--- config.mk ---
export PLATFORM = sky130hd
export DESIGN_NAME = dual_pix_interleaver
export DESIGN_NICKNAME = d
export VERILOG_FILES = /design/src/rtl/pxi_pkg.sv /design/src/rtl/pxi_chan_front.sv /design/src/rtl/pxi_skid2.sv /design/src/rtl/pxi_black_est.sv /design/src/rtl/pxi_merge.sv /design/src/rtl/dual_pix_interleaver.sv
export SDC_FILE = /design/constraint.sdc
export NUM_CORES = 1
export LEC_CHECK = 0
export ABC_CLOCK_PERIOD_IN_PS = 8700
export BUFFER_PORTS_ARGS = -buffer_cell sky130_fd_sc_hd__buf_2
export CAP_MARGIN = 25
export CELL_PAD_IN_SITES_DETAIL_PLACEMENT = 1
export CELL_PAD_IN_SITES_GLOBAL_PLACEMENT = 2
export CORE_ASPECT_RATIO = 1.2
export CORE_MARGIN = 2
export CORE_UTILIZATION = 40
export DETAILED_ROUTE_END_ITERATION = 8
export PLACE_DENSITY_LB_ADDON = 0.08
export SETUP_SLACK_MARGIN = 0.5
export SLEW_MARGIN = 20
export SYNTH_ARGS = -nofsm -noshare
export SYNTH_HDL_FRONTEND = slang
export SYNTH_SLANG_ARGS = --single-unit
--- constraint.sdc ---
create_clock -name clk_i -period 8.7 [get_ports clk_i]
set_input_delay 0.87 -clock clk_i [delete_from_list [all_inputs] [get_ports clk_i]]
set_output_delay 0.87 -clock clk_i [all_outputs]
set_load 0.005 [all_outputs]
--- src/rtl/pxi_pkg.sv ---
package pxi_pkg;
  typedef enum logic [1:0] {
    SEG_DUMMY,
    SEG_DARK,
    SEG_ACTIVE,
    SEG_EXCESS
  } seg_e;
endpackage

--- src/rtl/pxi_chan_front.sv ---
module pxi_chan_front
  import pxi_pkg::*;
#(
  parameter int unsigned DUMMY_N = 12,
  parameter int unsigned DARK_N  = 12,
  parameter int unsigned ACT_N   = 500
) (
  input  logic clk_i,
  input  logic rst_ni,
  input  logic line_start_i,
  input  logic smp_vld_i,
  output logic dark_vld_o,
  output logic act_vld_o,
  output logic cnt_err_o
);
  localparam int unsigned TOTAL_N = DUMMY_N + DARK_N + ACT_N;
  localparam int unsigned CW      = $clog2(TOTAL_N + 2);

  logic [CW-1:0] cnt_q, cnt_eff;
  logic          seen_q, err_q;
  seg_e          seg;

  // a strobe in the line_start cycle is sample 0 of the new line
  assign cnt_eff = line_start_i ? '0 : cnt_q;

  always_comb begin
    if (cnt_eff < CW'(DUMMY_N))               seg = SEG_DUMMY;
    else if (cnt_eff < CW'(DUMMY_N + DARK_N)) seg = SEG_DARK;
    else if (cnt_eff < CW'(TOTAL_N))          seg = SEG_ACTIVE;
    else                                      seg = SEG_EXCESS;
  end

  assign dark_vld_o = smp_vld_i && (seg == SEG_DARK);
  assign act_vld_o  = smp_vld_i && (seg == SEG_ACTIVE);
  assign cnt_err_o  = err_q;

  always_ff @(posedge clk_i or negedge rst_ni) begin
    if (!rst_ni) begin
      cnt_q  <= '0;
      seen_q <= 1'b0;
      err_q  <= 1'b0;
    end else begin
      err_q <= line_start_i && seen_q && (cnt_q != CW'(TOTAL_N));
      if (line_start_i) seen_q <= 1'b1;
      // saturate one past the total so long lines stay detectable
      if (smp_vld_i && (cnt_eff != CW'(TOTAL_N + 1))) cnt_q <= cnt_eff + CW'(1);
      else                                            cnt_q <= cnt_eff;
    end
  end

  AST_ERR_AFTER_LINE_START: assert property (@(posedge clk_i) disable iff (!rst_ni)
    cnt_err_o |-> $past(line_start_i));
endmodule

--- src/rtl/pxi_skid2.sv ---
module pxi_skid2 #(
  parameter int unsigned DW = 12
) (
  input  logic          clk_i,
  input  logic          rst_ni,
  input  logic          flush_i,
  input  logic          push_i,
  input  logic [DW-1:0] data_i,
  input  logic          pop_i,
  output logic [DW-1:0] data_o,
  output logic          nempty_o
);
  logic [DW-1:0] mem_q [2];
  logic          wp_q, rp_q;
  logic [1:0]    cnt_q;
  logic          wsel;

  assign wsel     = flush_i ? 1'b0 : wp_q;
  assign data_o   = mem_q[rp_q];
  assign nempty_o = (cnt_q != 2'd0);

  always_ff @(posedge clk_i) begin
    if (push_i) mem_q[wsel] <= data_i;
  end

  always_ff @(posedge clk_i or negedge rst_ni) begin
    if (!rst_ni) begin
      wp_q  <= 1'b0;
      rp_q  <= 1'b0;
      cnt_q <= 2'd0;
    end else if (flush_i) begin
      wp_q  <= push_i;
      rp_q  <= 1'b0;
      cnt_q <= {1'b0, push_i};
    end else begin
      wp_q  <= wp_q ^ push_i;
      rp_q  <= rp_q ^ pop_i;
      cnt_q <= cnt_q + {1'b0, push_i} - {1'b0, pop_i};
    end
  end

  AST_NO_OVERFLOW: assert property (@(posedge clk_i) disable iff (!rst_ni)
    (!flush_i && push_i && !pop_i) |-> (cnt_q < 2'd2));
  AST_NO_UNDERFLOW: assert property (@(posedge clk_i) disable iff (!rst_ni)
    (!flush_i && pop_i) |-> (cnt_q != 2'd0));
endmodule

--- src/rtl/pxi_black_est.sv ---
module pxi_black_est #(
  parameter int unsigned DW         = 12,
  parameter int unsigned DARK_TOTAL = 24
) (
  input  logic                clk_i,
  input  logic                rst_ni,
  input  logic                line_start_i,
  input  logic [1:0]          dark_vld_i,
  input  logic [1:0][DW-1:0]  dark_data_i,
  output logic [DW-1:0]       black_o,
  output logic                rdy_o
);
  localparam int unsigned NW = $clog2(DARK_TOTAL + 1);
  localparam int unsigned SW = DW + NW;

  logic [SW-1:0] sum_q, sum_nx;
  logic [NW-1:0] n_q, n_nx;
  logic          rdy_q, rdy_base, done_nx;
  logic [DW-1:0] black_q;

  always_comb begin
    sum_nx   = line_start_i ? '0 : sum_q;
    n_nx     = line_start_i ? '0 : n_q;
    rdy_base = line_start_i ? 1'b0 : rdy_q;
    for (int c = 0; c < 2; c++) begin
      if (dark_vld_i[c]) begin
        sum_nx = sum_nx + SW'(dark_data_i[c]);
        n_nx   = n_nx + NW'(1);
      end
    end
  end

  assign done_nx = (n_nx == NW'(DARK_TOTAL));

  always_ff @(posedge clk_i or negedge rst_ni) begin
    if (!rst_ni) begin
      sum_q   <= '0;
      n_q     <= '0;
      rdy_q   <= 1'b0;
      black_q <= '0;
    end else begin
      sum_q <= sum_nx;
      n_q   <= n_nx;
      rdy_q <= rdy_base | done_nx;
      // constant divisor: exact floor average
      if (!rdy_base && done_nx) black_q <= DW'(sum_nx / SW'(DARK_TOTAL));
    end
  end

  assign black_o = black_q;
  assign rdy_o   = rdy_q;

  AST_RDY_AFTER_DARK: assert property (@(posedge clk_i) disable iff (!rst_ni)
    $rose(rdy_o) |-> $past(|dark_vld_i));
endmodule

--- src/rtl/pxi_merge.sv ---
module pxi_merge #(
  parameter int unsigned DW         = 12,
  parameter int unsigned ACT_N      = 500,
  parameter int unsigned LINES_ACT  = 510,
  parameter int unsigned LINES_DARK = 2
) (
  input  logic               clk_i,
  input  logic               rst_ni,
  input  logic               frame_start_i,
  input  logic               line_start_i,
  input  logic [DW-1:0]      black_i,
  input  logic               black_rdy_i,
  input  logic [1:0]         nempty_i,
  input  logic [1:0][DW-1:0] head_i,
  output logic [1:0]         pop_o,
  output logic               pix_vld_o,
  output logic [DW-1:0]      pix_data_o,
  output logic               pix_sol_o,
  output logic               pix_eol_o,
  output logic               pix_sof_o,
  output logic               pix_dark_line_o
);
  localparam int unsigned COLS    = 2 * ACT_N;
  localparam int unsigned CLW     = $clog2(COLS + 1);
  localparam int unsigned LINES_T = LINES_ACT + LINES_DARK;
  localparam int unsigned LW      = $clog2(LINES_T + 1);

  logic           turn_q;
  logic [CLW-1:0] col_q;
  logic [LW-1:0]  line_q;
  logic           pop_any;
  logic [DW-1:0]  sel_data, clamped;
  logic [DW:0]    diff;

  assign sel_data = head_i[turn_q];
  assign pop_any  = !line_start_i && black_rdy_i && nempty_i[turn_q] && (col_q < CLW'(COLS));
  assign pop_o[0] = pop_any && !turn_q;
  assign pop_o[1] = pop_any && turn_q;

  assign diff    = {1'b0, sel_data} - {1'b0, black_i};
  assign clamped = diff[DW] ? '0 : diff[DW-1:0];

  always_ff @(posedge clk_i or negedge rst_ni) begin
    if (!rst_ni) begin
      turn_q <= 1'b0;
      col_q  <= '0;
      line_q <= '0;
    end else begin
      if (frame_start_i)                                    line_q <= '0;
      else if (line_start_i && (line_q < LW'(LINES_T - 1))) line_q <= line_q + LW'(1);
      if (line_start_i) begin
        turn_q <= 1'b0;
        col_q  <= '0;
      end else if (pop_any) begin
        turn_q <= ~turn_q;
        col_q  <= col_q + CLW'(1);
      end
    end
  end

  always_ff @(posedge clk_i or negedge rst_ni) begin
    if (!rst_ni) begin
      pix_vld_o       <= 1'b0;
      pix_data_o      <= '0;
      pix_sol_o       <= 1'b0;
      pix_eol_o       <= 1'b0;
      pix_sof_o       <= 1'b0;
      pix_dark_line_o <= 1'b0;
    end else begin
      pix_vld_o       <= pop_any;
      pix_data_o      <= clamped;
      pix_sol_o       <= pop_any && (col_q == '0);
      pix_eol_o       <= pop_any && (col_q == CLW'(COLS - 1));
      pix_sof_o       <= pop_any && (col_q == '0) && (line_q == '0);
      pix_dark_line_o <= pop_any && (line_q >= LW'(LINES_ACT));
    end
  end

  AST_SOF_WITH_SOL: assert property (@(posedge clk_i) disable iff (!rst_ni)
    pix_sof_o |-> (pix_sol_o && pix_vld_o));
  AST_CLAMP_NO_GAIN: assert property (@(posedge clk_i) disable iff (!rst_ni)
    pop_any |=> (pix_data_o <= $past(sel_data)));
  AST_POP_NEEDS_BLACK: assert property (@(posedge clk_i) disable iff (!rst_ni)
    pix_vld_o |-> $past(black_rdy_i));
endmodule

--- src/rtl/dual_pix_interleaver.sv ---
module dual_pix_interleaver #(
  parameter int unsigned DW         = 12,
  parameter int unsigned DUMMY_N    = 12,
  parameter int unsigned DARK_N     = 12,
  parameter int unsigned ACT_N      = 500,
  parameter int unsigned LINES_ACT  = 510,
  parameter int unsigned LINES_DARK = 2
) (
  input  logic          clk_i,
  input  logic          rst_ni,
  input  logic          frame_start_i,
  input  logic          line_start_i,
  input  logic          odd_vld_i,
  input  logic [DW-1:0] odd_data_i,
  input  logic          even_vld_i,
  input  logic [DW-1:0] even_data_i,
  output logic          pix_vld_o,
  output logic [DW-1:0] pix_data_o,
  output logic          pix_sol_o,
  output logic          pix_eol_o,
  output logic          pix_sof_o,
  output logic          pix_dark_line_o,
  output logic [1:0]    cnt_err_o
);
  localparam int unsigned DARK_TOTAL = 2 * DARK_N;

  logic [1:0]         ch_vld, dark_vld, act_vld, nempty, pop;
  logic [1:0][DW-1:0] ch_data, head;
  logic [DW-1:0]      black;
  logic               black_rdy;

  assign ch_vld  = {even_vld_i, odd_vld_i};
  assign ch_data = {even_data_i, odd_data_i};

  for (genvar c = 0; c < 2; c++) begin : g_ch
    pxi_chan_front #(
      .DUMMY_N(DUMMY_N), .DARK_N(DARK_N), .ACT_N(ACT_N)
    ) front_i (
      .clk_i       (clk_i),
      .rst_ni      (rst_ni),
      .line_start_i(line_start_i),
      .smp_vld_i   (ch_vld[c]),
      .dark_vld_o  (dark_vld[c]),
      .act_vld_o   (act_vld[c]),
      .cnt_err_o   (cnt_err_o[c])
    );

    pxi_skid2 #(.DW(DW)) skid_i (
      .clk_i   (clk_i),
      .rst_ni  (rst_ni),
      .flush_i (line_start_i),
      .push_i  (act_vld[c]),
      .data_i  (ch_data[c]),
      .pop_i   (pop[c]),
      .data_o  (head[c]),
      .nempty_o(nempty[c])
    );
  end

  pxi_black_est #(.DW(DW), .DARK_TOTAL(DARK_TOTAL)) black_i (
    .clk_i       (clk_i),
    .rst_ni      (rst_ni),
    .line_start_i(line_start_i),
    .dark_vld_i  (dark_vld),
    .dark_data_i (ch_data),
    .black_o     (black),
    .rdy_o       (black_rdy)
  );

  pxi_merge #(
    .DW(DW), .ACT_N(ACT_N), .LINES_ACT(LINES_ACT), .LINES_DARK(LINES_DARK)
  ) merge_i (
    .clk_i          (clk_i),
    .rst_ni         (rst_ni),
    .frame_start_i  (frame_start_i),
    .line_start_i   (line_start_i),
    .black_i        (black),
    .black_rdy_i    (black_rdy),
    .nempty_i       (nempty),
    .head_i         (head),
    .pop_o          (pop),
    .pix_vld_o      (pix_vld_o),
    .pix_data_o     (pix_data_o),
    .pix_sol_o      (pix_sol_o),
    .pix_eol_o      (pix_eol_o),
    .pix_sof_o      (pix_sof_o),
    .pix_dark_line_o(pix_dark_line_o)
  );

  AST_ERR_ONEHOT_CYCLE: assert property (@(posedge clk_i) disable iff (!rst_ni)
    (|cnt_err_o) |=> (cnt_err_o == 2'b00));
endmodule

==> summary.md <==
| Metric | Value |
|---|---|
| Core Area | 24,000 µm² |
| Startpoint Class | primary input |
| Tightest Pin Transition | 888 ps |
| Final nets | 1,206 |
| Vias per cell | 5.56 |
| Largest net degree at the start of global routing | 68 |
| Post-Syn Instances | 1,068 |
| Mean post-synth cell area | 9.23 µm² |
| Last weighted congestion value of the routability-driven placer | 0.912 |
| Die extent in x | 147 µm |
| WL/cell | 19.4 µm |
| First drt pass iteration count | 7 |
| Clock share of power | 0.480 |
| Slew Limit Fails | 0 |
| Finished Cell Area | 11,100 µm² |
| Clock Tree Buf Depth | 2 |
| CTS tree | built |
| Worst setup startpoint | line_start_i |
| Final HPWL from detailed placement | 21,000 µm |
| Io pins | 49 |
| Crit path max-delay family | compound AO/OA/AOI/OAI gates |
| Hold WS | 424 ps |
| Starting Density | 0.410 |
| Total routed wirelength | 28,300 µm |
| Status | complete, no violations |
| Finished Core Util | 0.463 |
| Non-Filler Instances | 1,455 |
| Rows | 62 |
| CTS H-Tree Depth | 4 |
| Crit end category | flop |
| Worst skew pair latency | 450 ps |
| Area Growth Syn to Fin | 13.0% |
| Async SR Flop Fraction | 0.684 |
| Max Cap Viol | 0 |
| Clock transition at path regs | 70 ps |
| Via count | 8,087 |
| PwrDens | 141 nW/µm² |
| Clk sinks | 152 |
| Net Switching | 398 µW |
| Layout cells sized above 1 | 0.122 |
| Pint | 1170 µW |
| Final Critical Period | 7520 ps |
| VDD IR max | 0.000126 V |
| Ys flop type | dfrtp_1 |
| Total grt overflow | 0 |
| Commonest non-fill, non-tap cell in the layout | nor2_1 |
| Combinational fraction of design power | 0.044 |
| Number of library cell types mapped by synthesis | 85 |
| # DRC | 0 |
| Diodes inserted | 0 |
| First-pass GRT wire length | 46,000 µm |
| # port buffers | 48 |
| Synth Register Bits | 152 |
| YS warnings | 0 |
| Crit path largest cell delay | 550 ps |
| Seq/Total Area, Yosys | 0.410 |
| Crit-path most repeated cell | nand2_1 |
| Number of global-route vias before repair | 8,394 |
| Buffers plus inverters on the worst setup path | 2 |
| Setup TNS | 0 ps |
| Die Height | 176 µm |
| Fin crit share | 0.864 |
| Num CTS Buffers | 17 |
| HP Class | primary input to asynchronous set/reset pin |
| Final Skew | 14.8 ps |
| Crit-path max FO | 13 |
| FF-to-FF Start | g_ch[0].front_i.cnt_q[8] |
| Initial antenna violation count | 1 |
| Sequential Power Share | 0.475 |
| Req. time, crit path | 9070 ps |
| Relative slew slack | 0.408 |
| Commonest cells after routing, fill and taps aside | nor2_1 (112), dfrtp_1 (104), nand2_1 (99), a21oi_1 (69), ha_1 (51) |
| Placed Area | 10,500 µm² |
| Die area | 25,900 µm² |
| EDFF count, synth | 48 |
| Routed Antenna Nets | 0 |
| Number of DRC markers in iteration 0 | 263 |
| Worst EP arrival | 7890 ps |
| Setup violators final | 0 |
| Endpoints failing hold | 0 |
| Slowest-stage cell, CP | o41ai_2 |
| Pleak | 0.00485 µW |
| Sw frac | 0.254 |
| Kind of critical path | primary input to flop |
| Setup bufs post-CTS | 0 |
| RSZ-0062 raised after global routing | no |
| GRT Util Overall | 0.227 |
| Syn nets | 1,152 |
| Post-synthesis instance area | 9850 µm² |
| F_max | 133 MHz |
| Clk root buf | clkbuf_16 |
| Cell total after placement | 1,422 |
metrics by stage:
step	total power [µW]	worst slack, ps
2_1_floorplan	795	664
3_5_place_dp	832	614
5_1_grt	1630	521
6_report	1570	1180
4_1_cts	1590	1040
3_3_place_gp	831	644
registers in the layout, indices dropped and copies added, names as in the netlist:
name                     cells
g_ch.skid_i.mem_q           48
g_ch.front_i.cnt_q          20
black_i.sum_q               17
black_i.black_o             12
merge_i.pix_data_o          12
merge_i.col_q               10
merge_i.line_q              10
black_i.n_q                  5
g_ch.skid_i.cnt_q            4
g_ch.front_i.cnt_err_o       2
g_ch.skid_i.rp_q             2
g_ch.skid_i.wp_q             2
black_i.rdy_o                1
g_ch.front_i.seen_q          1
merge_i.pix_dark_line_o      1
merge_i.pix_eol_o            1
merge_i.pix_sof_o            1
merge_i.pix_sol_o            1
merge_i.pix_vld_o            1
merge_i.turn_q               1
synthesized netlist by cell type, drive strengths merged (4+ instances only):
cell type | count | share of area
and3 | 16 | 0.010
nand4 | 10 | 0.0063
o21a | 9 | 0.0069
o21bai | 9 | 0.0069
o21ai | 55 | 0.029
nand3 | 30 | 0.015
xor2 | 35 | 0.032
and2 | 9 | 0.0057
nor2 | 113 | 0.043
nor4 | 4 | 0.0025
dfrtp | 104 | 0.26
o211ai | 14 | 0.011
or3 | 7 | 0.0044
o2111ai | 6 | 0.0053
a211o | 4 | 0.0036
ha | 51 | 0.065
inv | 45 | 0.017
o22ai | 9 | 0.0057
nor2b | 46 | 0.029
and4 | 4 | 0.0036
a2111oi | 4 | 0.0037
mux2i | 24 | 0.024
or4 | 9 | 0.0076
xnor2 | 49 | 0.044
a31oi | 13 | 0.0083
nand2b | 6 | 0.0038
or2 | 5 | 0.0032
a211oi | 20 | 0.015
buf | 12 | 0.0070
a21o | 21 | 0.016
edfxtp | 48 | 0.15
nand2 | 99 | 0.038
nor3 | 26 | 0.014
clkbuf | 27 | 0.010
a21oi | 70 | 0.036
power groups by stage:
stage	Clock, µW	Sequential, µW	Combinational [µW]
6_report	754	746	69.4
5_1_grt	802	746	79.0
4_1_cts	772	746	71.9
3_5_place_dp	0	760	71.3
3_3_place_gp	0	760	70.6
2_1_floorplan	0	760	35.2
metal layers:
layer  vias up  global-route usage  part of all wire
met4         2              0.0709             0.021
li1       3956                   -                 -
met1      4000               0.290              0.45
met3        30              0.0370             0.023
met2        99               0.393              0.50
met5         -                   0           0.00025
path summary, 6_finish.rpt:
| path | slack [ps] | depth (start not counted) | endpoint |
|---|---|---|---|
| max in group asynchronous | 6970 | 2 | black_i.black_o[3] |
| min | 420 | 1 | g_ch[1].front_i.cnt_q[7] |
| max reg2reg | 1370 | 26 | black_i.black_o[0] |
| min in group clk_i | 480 | 1 | g_ch[1].front_i.seen_q |
| min reg2reg | 480 | 1 | g_ch[1].front_i.seen_q |
| max | 1180 | 29 | black_i.black_o[0] |
cell type report:
type	count	area (µm²)
clock buffer	17	425
clock inverter	15	164
fill	2821	12900
inverter	48	180
multi-input combinational	829	5490
sequential	152	4040
tap	320	400
timing repair buffer	74	438
timing repair:
action,CTS,global route
resized for setup,0,2
setup endpoints to repair,0,1
hold buffers,0,0
cells by family after synthesis:
kind of cell / count (synthesis) / share of synthesized area
AOI/OAI and AO/OA: 272 / 0.185
buffers and inverters: 87 / 0.0356
xor gates and xnor gates: 84 / 0.0762
DFF: 152 / 0.410
adders and majority gates: 55 / 0.0719
muxes: 27 / 0.0278
and+or+nand+nor: 391 / 0.194
Note: power is estimated with default switching activity, not from simulation.
